`src/rtl/sdc_pkg.sv`:
```
package sdc_pkg;
  localparam int SHIFT_W = 9;
  localparam int DIV_W   = 7;
  localparam int BYTE_W  = 8;
  localparam int LEN_W   = 4;

  typedef enum logic [1:0] {
    LEN_CODE_7  = 2'd0,
    LEN_CODE_8  = 2'd1,
    LEN_CODE_9  = 2'd2,
    LEN_CODE_8B = 2'd3
  } len_code_e;
endpackage

```
`src/rtl/sdc_len_decode.sv`:
```
module sdc_len_decode
  import sdc_pkg::*;
#(
  parameter int SW = SHIFT_W,
  parameter int LW = LEN_W
) (
  input  logic [1:0]    len_sel,
  input  logic          uart9_en,
  output logic [LW-1:0] len,
  output logic [SW-1:0] mask
);
  always_comb begin
    case (len_code_e'(len_sel))
      LEN_CODE_7: len = LW'(SW - 2);
      LEN_CODE_9: len = uart9_en ? LW'(SW) : LW'(SW - 1);
      default:    len = LW'(SW - 1);
    endcase
  end

  for (genvar i = 0; i < SW; i++) begin : g_mask
    assign mask[i] = (LW'(i) < len);
  end
endmodule

```
`src/rtl/sdc_bit_clock.sv`:
```
module sdc_bit_clock #(
  parameter int DW = 7,
  localparam int CW = DW + 2
) (
  input  logic          clk,
  input  logic          rst_n,
  input  logic          run,
  input  logic [DW-1:0] div,
  output logic          tick
);
  logic [CW-1:0] cnt_q, cnt_d;
  logic [CW-1:0] terminal;

  assign terminal = {1'b0, div, 1'b1};
  assign tick     = run && (cnt_q == terminal);

  always_comb begin
    cnt_d = cnt_q;
    if (!run || tick) cnt_d = '0;
    else              cnt_d = cnt_q + CW'(1);
  end

  always_ff @(posedge clk or negedge rst_n) begin
    if (!rst_n) cnt_q <= '0;
    else        cnt_q <= cnt_d;
  end
endmodule

```
`src/rtl/sdc_shifter.sv`:
```
module sdc_shifter #(
  parameter int SW = 9,
  parameter int LW = 4
) (
  input  logic          clk,
  input  logic          rst_n,
  input  logic          load,
  input  logic [SW-1:0] load_word,
  input  logic          tick,
  input  logic          msb_first,
  input  logic [LW-1:0] len,
  input  logic [SW-1:0] mask,
  input  logic          ser_in,
  output logic          ser_out,
  output logic          last,
  output logic [SW-1:0] rx_word
);
  logic [SW-1:0] sh_q, sh_d, shifted;
  logic [LW-1:0] bcnt_q, bcnt_d;
  logic          top_bit;

  always_comb begin
    top_bit = 1'b0;
    for (int i = 0; i < SW; i++) begin
      if (LW'(i + 1) == len) top_bit = sh_q[i];
    end
  end

  assign ser_out = msb_first ? top_bit : sh_q[0];

  always_comb begin
    if (msb_first) begin
      shifted = {sh_q[SW-2:0], ser_in} & mask;
    end else begin
      shifted = sh_q >> 1;
      for (int i = 0; i < SW; i++) begin
        if (LW'(i + 1) == len) shifted[i] = ser_in;
      end
    end
  end

  assign rx_word = shifted & mask;
  assign last    = (bcnt_q + LW'(1)) == len;

  always_comb begin
    sh_d   = sh_q;
    bcnt_d = bcnt_q;
    if (load) begin
      sh_d   = load_word & mask;
      bcnt_d = '0;
    end else if (tick) begin
      sh_d   = shifted;
      bcnt_d = bcnt_q + LW'(1);
    end
  end

  always_ff @(posedge clk or negedge rst_n) begin
    if (!rst_n) begin
      sh_q   <= '0;
      bcnt_q <= '0;
    end else begin
      sh_q   <= sh_d;
      bcnt_q <= bcnt_d;
    end
  end
endmodule

```
`src/rtl/sdc_data_reg.sv`:
```
module sdc_data_reg #(
  parameter int SW = 9,
  parameter int DW = 7,
  parameter int BW = 8,
  localparam int RW = SW + DW
) (
  input  logic          clk,
  input  logic          rst_n,
  input  logic          chan_en,
  input  logic          bus_wr,
  input  logic          bus_wide,
  input  logic [RW-1:0] bus_wdata,
  input  logic          capture,
  input  logic [SW-1:0] cap_word,
  output logic [SW-1:0] wr_buf,
  output logic [DW-1:0] div,
  output logic [RW-1:0] reg_out
);
  logic [SW-1:0] buf_q, buf_d;
  logic [DW-1:0] div_q, div_d;

  assign wr_buf = bus_wide ? bus_wdata[SW-1:0]
                           : {buf_q[SW-1:BW], bus_wdata[BW-1:0]};

  always_comb begin
    buf_d = buf_q;
    div_d = div_q;
    if (capture)     buf_d = cap_word;
    else if (bus_wr) buf_d = wr_buf;
    if (bus_wr && !chan_en) begin
      div_d = bus_wide ? bus_wdata[RW-1:SW] : '0;
    end
  end

  always_ff @(posedge clk or negedge rst_n) begin
    if (!rst_n) begin
      buf_q <= '0;
      div_q <= '0;
    end else begin
      buf_q <= buf_d;
      div_q <= div_d;
    end
  end

  assign div     = div_q;
  assign reg_out = {div_q, buf_q};
endmodule

```
`src/rtl/ser_data_chan.sv`:
```
module ser_data_chan
  import sdc_pkg::*;
#(
  parameter int SW = SHIFT_W,
  parameter int DW = DIV_W,
  parameter int BW = BYTE_W,
  parameter int LW = LEN_W,
  localparam int RW = SW + DW
) (
  input  logic          clk,
  input  logic          rst_n,
  input  logic          chan_en,
  input  logic          uart9_en,
  input  logic [1:0]    len_sel,
  input  logic          msb_first,
  input  logic          bus_wr,
  input  logic          bus_wide,
  input  logic [RW-1:0] bus_wdata,
  output logic [RW-1:0] bus_rdata,
  input  logic          ser_in,
  output logic          ser_out,
  output logic          bit_tick,
  output logic          busy,
  output logic          done
);
  logic [1:0]    rst_sync_q;
  logic          rst_int_n;
  logic          busy_q, busy_d, done_q, done_d;
  logic          start, finish, tick, last;
  logic [LW-1:0] len;
  logic [SW-1:0] mask, wr_buf, rx_word;
  logic [DW-1:0] div;

  always_ff @(posedge clk or negedge rst_n) begin
    if (!rst_n) rst_sync_q <= '0;
    else        rst_sync_q <= {rst_sync_q[0], 1'b1};
  end
  assign rst_int_n = rst_sync_q[1];

  sdc_len_decode #(.SW(SW), .LW(LW)) u_len (
    .len_sel (len_sel),
    .uart9_en(uart9_en),
    .len     (len),
    .mask    (mask)
  );

  sdc_data_reg #(.SW(SW), .DW(DW), .BW(BW)) u_reg (
    .clk      (clk),
    .rst_n    (rst_int_n),
    .chan_en  (chan_en),
    .bus_wr   (bus_wr),
    .bus_wide (bus_wide),
    .bus_wdata(bus_wdata),
    .capture  (finish),
    .cap_word (rx_word),
    .wr_buf   (wr_buf),
    .div      (div),
    .reg_out  (bus_rdata)
  );

  sdc_bit_clock #(.DW(DW)) u_clk (
    .clk  (clk),
    .rst_n(rst_int_n),
    .run  (busy_q),
    .div  (div),
    .tick (tick)
  );

  sdc_shifter #(.SW(SW), .LW(LW)) u_sh (
    .clk      (clk),
    .rst_n    (rst_int_n),
    .load     (start),
    .load_word(wr_buf),
    .tick     (tick),
    .msb_first(msb_first),
    .len      (len),
    .mask     (mask),
    .ser_in   (ser_in),
    .ser_out  (ser_out),
    .last     (last),
    .rx_word  (rx_word)
  );

  assign start  = chan_en && bus_wr && !busy_q;
  assign finish = tick && last;

  always_comb begin
    busy_d = busy_q;
    if (start)       busy_d = 1'b1;
    else if (finish) busy_d = 1'b0;
    done_d = finish;
  end

  always_ff @(posedge clk or negedge rst_int_n) begin
    if (!rst_int_n) begin
      busy_q <= 1'b0;
      done_q <= 1'b0;
    end else begin
      busy_q <= busy_d;
      done_q <= done_d;
    end
  end

  assign busy     = busy_q;
  assign done     = done_q;
  assign bit_tick = tick;
endmodule

```
`config.mk`:
```
export PLATFORM = sky130hd
export DESIGN_NAME = ser_data_chan
export DESIGN_NICKNAME = d
export VERILOG_FILES = /design/src/rtl/sdc_pkg.sv /design/src/rtl/sdc_len_decode.sv /design/src/rtl/sdc_bit_clock.sv /design/src/rtl/sdc_shifter.sv /design/src/rtl/sdc_data_reg.sv /design/src/rtl/ser_data_chan.sv
export SDC_FILE = /design/constraint.sdc
export NUM_CORES = 1
export LEC_CHECK = 0
export BUFFER_PORTS_ARGS = -buffer_cell sky130_fd_sc_hd__buf_2
export CAP_MARGIN = 20
export CORE_MARGIN = 3
export CORE_UTILIZATION = 54
export DETAILED_ROUTE_END_ITERATION = 6
export PLACE_DENSITY_LB_ADDON = 0.05
export SYNTH_ARGS = -nofsm -noshare
export SYNTH_HDL_FRONTEND = slang
export SYNTH_SLANG_ARGS = --single-unit
```
`constraint.sdc`:
```
create_clock -name clk -period 1.7 [get_ports clk]
set_clock_uncertainty 0.15 [all_clocks]
set_input_delay 0.085 -clock clk [delete_from_list [all_inputs] [get_ports clk]]
set_output_delay 0.085 -clock clk [all_outputs]
set_load 0.03 [all_outputs]
```
==> results.cfg, run 1 <==
[logic_synthesis]
ys.flop_type = dfrtp_1
synth_area_leader_cell = dfrtp_1
ys_async_sr_fraction_pct = 100
ys_seq_elements = 42
avgSynthCellArea_sq_um = 10.5
yosysWarnings = 0
yosys-top-cells-area = dfrtp_1 48%, mux2i_1 12%, nand2_1 4.4%
synth_cells = 210
ys_seq_area_share_pct = 47.9
synth_cell_types = 36
synth_nets = 238
syn_area_sq_mm = 0.00220
synth_edf_count = 0
yosysTopAreaCellShare_pct = 47.9

[floorplanning]
die_area_sq_mm = 0.00487
ios = 46
die-width_um = 69.8
num_rows = 22
core_sq_mm = 0.00380
initial_core_util_pct = 57.8
chipHeight_um = 69.8

[sta]
slew_violations = 0
max_freq_mhz = 495
period_minus_slack_ps = 2020
slew_headroom_pct = 65.1
rsz0062_at_grt = true
hold_violations = 0
tightest_slew_ps = 524
fin_ws_ps = -320
setup_viol = 33
period_share_pct = 119

[power_and_ir_drop]
irDropWorstVdd_uv = 742
powerDensity_mw_per_mm2 = 1260
p_leak_nw = 1.53
finalPower_mw = 4.17

[setup_path]
startpoint = u_clk.cnt_q[7]
path_buf_inv = 3
path_max_fanout = 6
r2r-start = u_clk.cnt_q[7]
cp.required_ps = 1460
crit_chain = xor2_2, nor4_4, nand3_4, buf_8, inv_4, buf_6
max_stage_delay_ps = 410
end_kind = output port
rr_worst_depth = 6
crit_family = simple AND/OR/NAND/NOR gates
crit_arrival_ps = 1790
critPathKind = reg -> out
critPathSlowestCell = dfrtp_1
crit_path_start_kind = flop
rrSetupSlack_ps = -310
r2r-end = u_reg.buf_q[6]

[drt]
post_drt_wl_per_cell_um = 18.2
first_iter_violations = 144
first_pass_iters = 4
routed_wl_um = 6690
avgViaCountPerCell = 5.69
detail-route-antenna-nets = 0
route.detailed.drc = 0
num_vias = 2090

[global_routing]
grtUsageTotal_pct = 26.3
grt_max_degree = 41
grt_pass1_wl_um = 10100
grt_pass1_vias = 2144
grt_overflow_total = 0
antenna_found_initial = 0

[clocking]
max-clock-path-buffers = 2
path_clk_slew_ps = 80
cts_buffers = 5
cts.sinks = 42
clkLatencyLatePin_ps = 300
cts_root_buffer = clkbuf_8
cts_tree = built
htreeDepth = 2

[layout]
nets = 346
stdcell_count = 367
final_common_cell = buf_2
n_fill_cell = 187
multi_input_area_sq_mm = 0.00128
syn_to_final_growth_pct = 50.9
diodes = 0
mostFrequentLayoutCells = 43 x buf_2, 38 x dfrtp_1, 34 x buf_4, 26 x mux2i_1
seqCellArea_sq_mm = 0.00106
drive_above_1_share_pct = 40.4
fin_util_pct = 87.3

[status]
violations = setup timing
status = finished, violations left

[flow_run]
maxCapViolations = 0

[place]
gp_congestion = 0.886
place_inst = 328
dp_hpwl_um = 3890
port_buffers = 45

[hold_path]
hold_class = in -> reg
worstHoldStart = len_sel[0]
whs_path_depth = 3
worstHoldEndpoint = u_sh.sh_q[8]
metal layers:
| metal | vias up | global-route usage (%) | routed length [um] |
|---|---|---|---|
| li1 | 961 | - | - |
| met1 | 1021 | 32.6 | 2710 |
| met2 | 86 | 43.9 | 3380 |
| met4 | 0 | 11.3 | 192 |
| met3 | 22 | 5.80 | 403 |
| met5 | - | 0 | 0 |
worst max path at each step:
stage	endpoint	slack [ps]	cells past startpoint
2_1_floorplan	u_reg.buf_q[2]	-340	6
3_3_place_gp	u_reg.buf_q[7]	-210	7
3_5_place_dp	u_reg.buf_q[5]	-290	7
4_1_cts	u_reg.buf_q[6]	-330	6
5_1_grt	bit_tick	-380	6
6_report	bit_tick	-320	6
power by group:
group | switching, mW | total (mW) | leakage, nW | internal (mW)
clock | 0.342 | 0.670 | 0.0482 | 0.328
combinational | 0.992 | 1.97 | 0.996 | 0.973
sequential | 0.270 | 1.54 | 0.488 | 1.27
cells in the mapped netlist (2+ instances only):
cell	number
clkbuf_1	6
nor4_4	2
inv_1	8
nand3_1	7
xnor2_1	6
and3_1	2
o21ai_0	14
a21oi_1	5
nand2_1	26
o221a_2	7
and3_2	2
ha_1	2
a31oi_1	2
nor2_1	14
nand4_1	7
dfrtp_1	42
mux2i_1	27
nand2b_1	3
xor2_1	11
state kept, by name (all words and copies together), names as in the netlist:
signal	cells
u_reg.buf_q	9
done	1
busy	1
rst_sync_q	2
u_sh.bcnt_q	4
u_clk.cnt_q	9
u_reg.div	7
u_sh.sh_q	9
through the flow:
| stage | instance area (sq um) | setup TNS, ps | hold slack (ps) | worst slack [ps] |
|---|---|---|---|---|
| floorplan | 2220 | -6610 | -361 | -343 |
| global placement | 2710 | -4470 | -280 | -213 |
| detailed placement | 2710 | -5580 | -275 | -295 |
| CTS | 3120 | -7640 | 11.2 | -328 |
| global route | 3310 | -8340 | 36.6 | -383 |
| finish | 3310 | -6280 | 25.4 | -320 |
cells by family (layout without fill, tap and decap cells):
logic type / Yosys count / after routing / synth area share (%)
compound gates: 36 / 36 / 11.6
xor+xnor: 17 / 17 / 6.78
simple gates: 68 / 69 / 16.5
fa+ha+maj: 2 / 2 / 1.14
mux: 28 / 28 / 12.8
buf+inv: 16 / 124 / 3.08
other cells: 1 / 1 / 0.171
flops: 42 / 42 / 47.9
what timing repair did:
item | 4_1_cts | 5_1_grt
resized for setup | 16 | 27
hold buffers | 24 | 0
buffers inserted | 5 | 5
setup endpoints to repair | 33 | 34
pin swaps | 4 | 12
endpoints found under the hold margin | 23 | 0
cloned | 0 | 1
layout make-up:
| cell class | count | area share (%) |
|---|---|---|
| multi-input cells | 153 | 38.7 |
| clock buffers | 7 | 2.60 |
| inverters | 8 | 0.982 |
| well taps | 48 | 1.81 |
| repair buffers | 108 | 23.9 |
| flip-flops and latches | 42 | 31.9 |
| clock inverters | 1 | 0.151 |
worst register-to-register path: stages (launching register included):
cell	delay, ps
dfrtp_1	410
xor2_2	190
nor4_4	390
nand3_4	140
nor3_4	230
buf_6	180
mux2i_1	230
(Power assumes the default switching activity.)
==> run 2, diff against run 1 <==
ABC_AREA = 1   (was unset)
CORE_UTILIZATION = 55   (was 54)
==> run 2 against run 1 <==
The run still ends with setup timing left. Area after synthesis increased by 6.2%. Sequential power fell by 3%. Flip-flop and latch count is the same. Fmax increased by 3.9%. Wire length grew 12%. Register-to-register slack improved by 60 ps. Sequential share of layout area fell by 1.0 points. Clock power rose by 0.7%. Global-route usage increased by 0.38 points. Synthesized cell count up 51%. Largest power group unchanged.
==> results.cfg, run 2 <==
[status]
status = finished, violations left
violations = setup timing

[setup_path]
crit_top_cell = nand2_1
path_buf_inv = 0
crit_family = simple AND/OR/NAND/NOR gates
crit_chain = nand2_1, nor2_1, nand2_1, nor2_4, nand3_4, nor2_4, nand2_1, nand2_1, nand2_1
crit_arrival_ps = 1980
cp.required_ps = 1740
critPathKind = reg -> reg
path_max_fanout = 8
crit_path_start_kind = flop
max_stage_delay_ps = 410
critPathSlowestCell = dfrtp_1
end_kind = flop

[sta]
period_share_pct = 114
slew_violations = 0
rsz0062_at_grt = true
max_freq_mhz = 514
fin_ws_ps = -245
hold_slack_ps = 75.1
setup_viol = 28
hold_violations = 0
period_minus_slack_ps = 1950
slew_headroom_pct = 63.3
tightest_slew_ps = 544

[floorplanning]
ios = 46
die_area_sq_mm = 0.00506
die-width_um = 71.1
num_rows = 23
core_sq_mm = 0.00406
chipHeight_um = 71.1
initial_core_util_pct = 57.4

[logic_synthesis]
yosys-top-cells-count = 104 x nand2_1, 42 x dfrtp_1, 37 x inv_1, 30 x nand3_1, 28 x o21ai_0
ys_async_sr_fraction_pct = 100
synth_compound_gate_area_share_pct = 9.23
synth_cell_types = 30
yosysTopAreaCellShare_pct = 45.1
avgSynthCellArea_sq_um = 7.35
synth_mux_area_share_pct = 0.483
synth_cells = 317
ys.flop_type = dfrtp_1
synth_xor_xnor_area_share_pct = 1.50
syn_area_sq_mm = 0.00233
yosys-top-cells-area = dfrtp_1 45%, nand2_1 17%, nand3_1 6.4%
synth_area_leader_cell = dfrtp_1
ys_seq_area_share_pct = 45.1
synth_nets = 345
synth.most_common_cell = nand2_1
yosys.area_share.simple_pct = 34.1
ys_seq_elements = 42
synth-adder-area-share_pct = 1.07
yosysWarnings = 0
synth_top_family_by_area = simple AND/OR/NAND/NOR gates
synth_edf_count = 0

[layout]
diodes = 0
syn_to_final_growth_pct = 47.5
mostFrequentLayoutCells = 87 x nand2_1, 44 x buf_2, 35 x dfrtp_1, 33 x inv_1, 27 x nand3_1
drive_above_1_share_pct = 35.1
reg_top3 = u_clk.cnt_q (9), u_reg.buf_q (9), u_sh.sh_q (9)
multi_input_area_sq_mm = 0.00131
seqCellArea_sq_mm = 0.00106
n_fill_cell = 225
final_common_cell = nand2_1
nets = 449

[global_routing]
antenna_found_initial = 0
grt_overflow_total = 0
grt_max_degree = 41
grtUsageTotal_pct = 26.6
grt_pass1_vias = 2288
grt_pass1_wl_um = 10600

[clocking]
htreeDepth = 2
max-clock-path-buffers = 2
cts_root_buffer = clkbuf_8
cts_tree = built
cts.sinks = 42
clkLatencyLatePin_ps = 300
path_clk_slew_ps = 80
cts_buffers = 5

[drt]
first_iter_violations = 311
first_pass_iters = 5
route.detailed.drc = 0
detail-route-antenna-nets = 0
num_vias = 2603
avgViaCountPerCell = 5.51
routed_wl_um = 7470
post_drt_wl_per_cell_um = 15.8

[place]
port_buffers = 45
gp_congestion = 0.855
dp_hpwl_um = 4090

[power_and_ir_drop]
powerDensity_mw_per_mm2 = 1260
p_leak_nw = 1.79
irDropWorstVdd_uv = 698
finalPower_mw = 4.33

[flow_run]
maxCapViolations = 0

[hold_path]
hold_class = in -> reg
run 2: cell types whose count changed after synthesis, sizes merged, moves of 4 or more:
| cell | delta |
|---|---|
| nand4 | -6 |
| inv | +32 |
| o21ai | +16 |
| and3 | -4 |
| nand3 | +23 |
| xnor2 | -4 |
| nor2 | +18 |
| o22ai | +5 |
| nand2 | +83 |
| xor2 | -9 |
| mux2i | -27 |
| o221a | -7 |
run 2: repair_timing:
action,CTS,global route
gates cloned,2,1
hold buffers,25,0
pin swaps,11,33
setup endpoints to repair,14,40
hold endpoints to repair,21,0
buffers inserted,5,9
resized for setup,8,58
run 2: worst reg2reg max path: stages, from the launching register on:
cell and delay (ps):
dfrtp_1 410, nand2_1 100, nor2_1 140, nand2_1 130
nor2_4 180, nand3_4 150, nor2_4 220, nand2_1 140
nand2_1 150, nand2_1 80
run 2: metrics by stage:
| stage | TNS [ps] | instances | setup slack, ps | utilization, % | cell area (sq um) |
|---|---|---|---|---|---|
| 2_1_floorplan | -216 | 317 | -41.4 | - | 2380 |
| 3_3_place_gp | 0 | 422 | 8.42 | 67.8 | 2750 |
| 3_5_place_dp | -225 | 422 | -34.4 | 67.8 | 2750 |
| 4_1_cts | -438 | 462 | -49.6 | 78.1 | 3170 |
| 5_1_grt | -5130 | 472 | -317 | 84.7 | 3440 |
| 6_report | -2150 | 472 | -245 | 84.7 | 3440 |
run 2: layout make-up:
type,instances,share of cell area (%)
multi-input cells,231,38.2
flip-flops and latches,42,30.8
repair buffers,101,22.1
inverters,40,4.44
clock buffers,7,2.51
well taps,50,1.82
clock inverters,1,0.146
run 2: per-layer routing:
layer / GRT usage (%) / vias to the layer above / wire length (um)
met5: 0 / - / 0
met4: 7.52 / 0 / 305
met3: 5.11 / 33 / 591
li1: - / 1217 / -
met1: 37.1 / 1202 / 3050
met2: 42.6 / 151 / 3520
run 2: worst paths after layout:
kind                                 from        endpoint  slack, ps  cells past startpoint
min in group asynchronous   rst_sync_q[1]  u_clk.cnt_q[5]        150                      1
hold / removal                     bus_wr  u_reg.buf_q[0]         80                      5
hold reg to reg             rst_sync_q[1]  u_clk.cnt_q[5]        150                      1
setup / recovery           u_clk.cnt_q[0]  u_reg.buf_q[2]       -250                      9
max in group asynchronous           rst_n   rst_sync_q[0]        780                      3
setup reg to reg           u_clk.cnt_q[0]  u_reg.buf_q[2]       -250                      9
run 2: cell families after synthesis:
| kind of cell | Yosys count |
|---|---|
| xor+xnor | 4 |
| buf+inv | 47 |
| mux | 1 |
| compound gates | 41 |
| flops | 42 |
| fa+ha+maj | 2 |
| other cells | 1 |
| simple gates | 179 |
run 2: report_power, final:
part	internal [mW]	switching [mW]	total, mW
sequential	1.26	0.227	1.49
combinational	0.859	1.31	2.16
clock	0.328	0.346	0.675
==> run 3, diff against run 2 <==
SETUP_SLACK_MARGIN = 0.1   (was unset)
==> run 3 against run 2 <==
The flow still finishes with violations (setup timing). Core utilization is 7.0 points higher. Via count rose by 20%. Critical path depth is 2 higher. Wire length up 46%. Critical endpoint is now u_reg.buf_q[0]. Largest power group unchanged.
==> results.cfg, run 3 (same netlist as run 2, synthesis figures left out) <==
[clocking]
cts_root_buffer = clkbuf_8
cts_buffers = 5
path_clk_slew_ps = 90
cts.sinks = 42
cts_tree = built
clkLatencyLatePin_ps = 310
htreeDepth = 2
max-clock-path-buffers = 2

[global_routing]
grtUsageTotal_pct = 33.1
grt_overflow_total = 0
grt_max_degree = 31
met2_usage_pct = 56.3
antenna_found_initial = 0
use_met1_pct = 40.0
top_usage_layer = met2
grt_pass1_vias = 2702
grt_pass1_wl_um = 12900
gr-usage-met3_pct = 7.53

[layout]
syn_to_final_growth_pct = 59.6
mostFrequentLayoutCells = 81 x nand2_1, 42 x buf_2, 34 x dfrtp_1, 30 x buf_4, 29 x inv_1
stdcell_count = 478
fin_util_pct = 91.7
diodes = 0
n_fill_cell = 150
final_common_cell = nand2_1
nets = 455
drive_above_1_share_pct = 43.2
reg_top3 = u_clk.cnt_q (9), u_reg.buf_q (9), u_sh.sh_q (9)

[sta]
tightest_slew_ps = 605
max_freq_mhz = 483
period_minus_slack_ps = 2070
hold_violations = 0
setup-tns-final_ps = -7390
rsz0062_at_grt = true
fin_ws_ps = -371
setup_viol = 29
slew_violations = 0
slew_headroom_pct = 59.3
period_share_pct = 122

[drt]
avgViaCountPerCell = 6.51
route.detailed.drc = 0
routed_wl_um = 10900
detail-route-antenna-nets = 0
first_iter_violations = 650
post_drt_wl_per_cell_um = 22.7
first_pass_iters = 6
num_vias = 3111

[power_and_ir_drop]
powerDensity_mw_per_mm2 = 1400
p_sw_mw = 2.35
p_leak_nw = 1.81
internal_power_mw = 2.87
finalPower_mw = 5.22
irDropWorstVdd_uv = 1250
p_seq_share_pct = 29.8
combPwrFrac_pct = 50.3
pwr-share-clk_pct = 19.9
p_sw_share_pct = 45.0

[setup_path]
max_stage_delay_ps = 410
path_max_fanout = 8
critPathSlowestCell = dfrtp_1
cp.required_ps = 1750
path_depth = 11
crit_arrival_ps = 2120
rr_worst_depth = 11
crit_chain = inv_1, nand2_1, nor2_1, nand2_1, nor2_4, buf_6, nand3_4, nor2_4, nand2_1, nand2_1, nand2_1
critPathKind = reg -> reg
crit_top_cell = nand2_1
crit_family = simple AND/OR/NAND/NOR gates
rrSetupSlack_ps = -370
end_kind = flop
path_buf_inv = 2
crit_path_start_kind = flop
r2r-start = u_clk.cnt_q[8]
r2r-end = u_reg.buf_q[0]

[status]
violations = setup timing
status = finished, violations left

[floorplanning]
ios = 46
initial_core_util_pct = 57.4
core_sq_mm = 0.00406
die-width_um = 71.1
chipHeight_um = 71.1
num_rows = 23
die_area_sq_mm = 0.00506

[place]
place_inst = 420
port_buffers = 45
dp_hpwl_um = 4260
gp_congestion = 0.876

[hold_path]
hold_class = reg -> async

[flow_run]
maxCapViolations = 0
-- run 3: layout make-up --
| type | count | area (sq um) | share of cell area (%) |
|---|---|---|---|
| tap | 50 | 62.6 | 1.68 |
| clock inverter | 2 | 60.1 | 1.61 |
| sequential | 42 | 1060 | 28.5 |
| inverter | 40 | 159 | 4.27 |
| multi-input combinational | 231 | 1480 | 39.8 |
| clock buffer | 6 | 82.6 | 2.22 |
| timing repair buffer | 107 | 813 | 21.9 |
-- run 3: worst register-to-register path, cell delays in order (launching register included) --
cell and delay (ps):
dfrtp_1 410, inv_1 80, nand2_1 70, nor2_1 140, nand2_1 130, nor2_4 180, buf_6 120, nand3_4 140
nor2_4 250, nand2_1 100, nand2_1 100, nand2_1 80
-- run 3: stage by stage --
step	hold slack (ps)	setup slack (ps)	cell area, sq um
finish	41.4	-371	3720
global placement	-280	-0.583	2740
detailed placement	-279	-64.3	2740
CTS	13.9	-48.8	3480
floorplan	-361	-41.2	2380
global route	53.6	-423	3720
-- run 3: power by group through the flow --
stage	logic, mW	clock network [mW]	registers [mW]
after floorplan	0.991	0	1.59
after global placement	1.56	0	1.47
after detailed placement	1.59	0	1.49
after CTS	2.08	0.990	1.49
after global routing	2.76	1.05	1.57
final	2.62	1.04	1.56
-- run 3: metal layers --
| layer | routed length [um] | vias to the layer above |
|---|---|---|
| li1 | - | 1224 |
| met1 | 3560 | 1395 |
| met2 | 4860 | 365 |
| met3 | 1410 | 127 |
| met4 | 1040 | 0 |
| met5 | 0 | - |
-- run 3: timing repair --
| item | in CTS | in global routing |
|---|---|---|
| buffers inserted | 11 | 12 |
| endpoints found under the setup margin | 26 | 41 |
| gates cloned | 3 | 0 |
| hold buffers | 24 | 0 |
| resized for setup | 57 | 43 |
| pin swaps | 33 | 21 |
| endpoints found under the hold margin | 23 | 0 |
-- run 3: how the worst max path moves through the flow --
| stage | startpoint | slack (ps) | to |
|---|---|---|---|
| final | u_clk.cnt_q[8] | -370 | u_reg.buf_q[0] |
| after floorplan | u_reg.div[1] | -40 | u_reg.buf_q[1] |
| after global routing | u_clk.cnt_q[8] | -420 | u_reg.buf_q[0] |
| after global placement | u_sh.bcnt_q[0] | -0.6 | u_reg.buf_q[2] |
| after detailed placement | u_sh.bcnt_q[0] | -60 | u_reg.buf_q[2] |
| after CTS | u_clk.cnt_q[7] | -50 | u_reg.buf_q[2] |
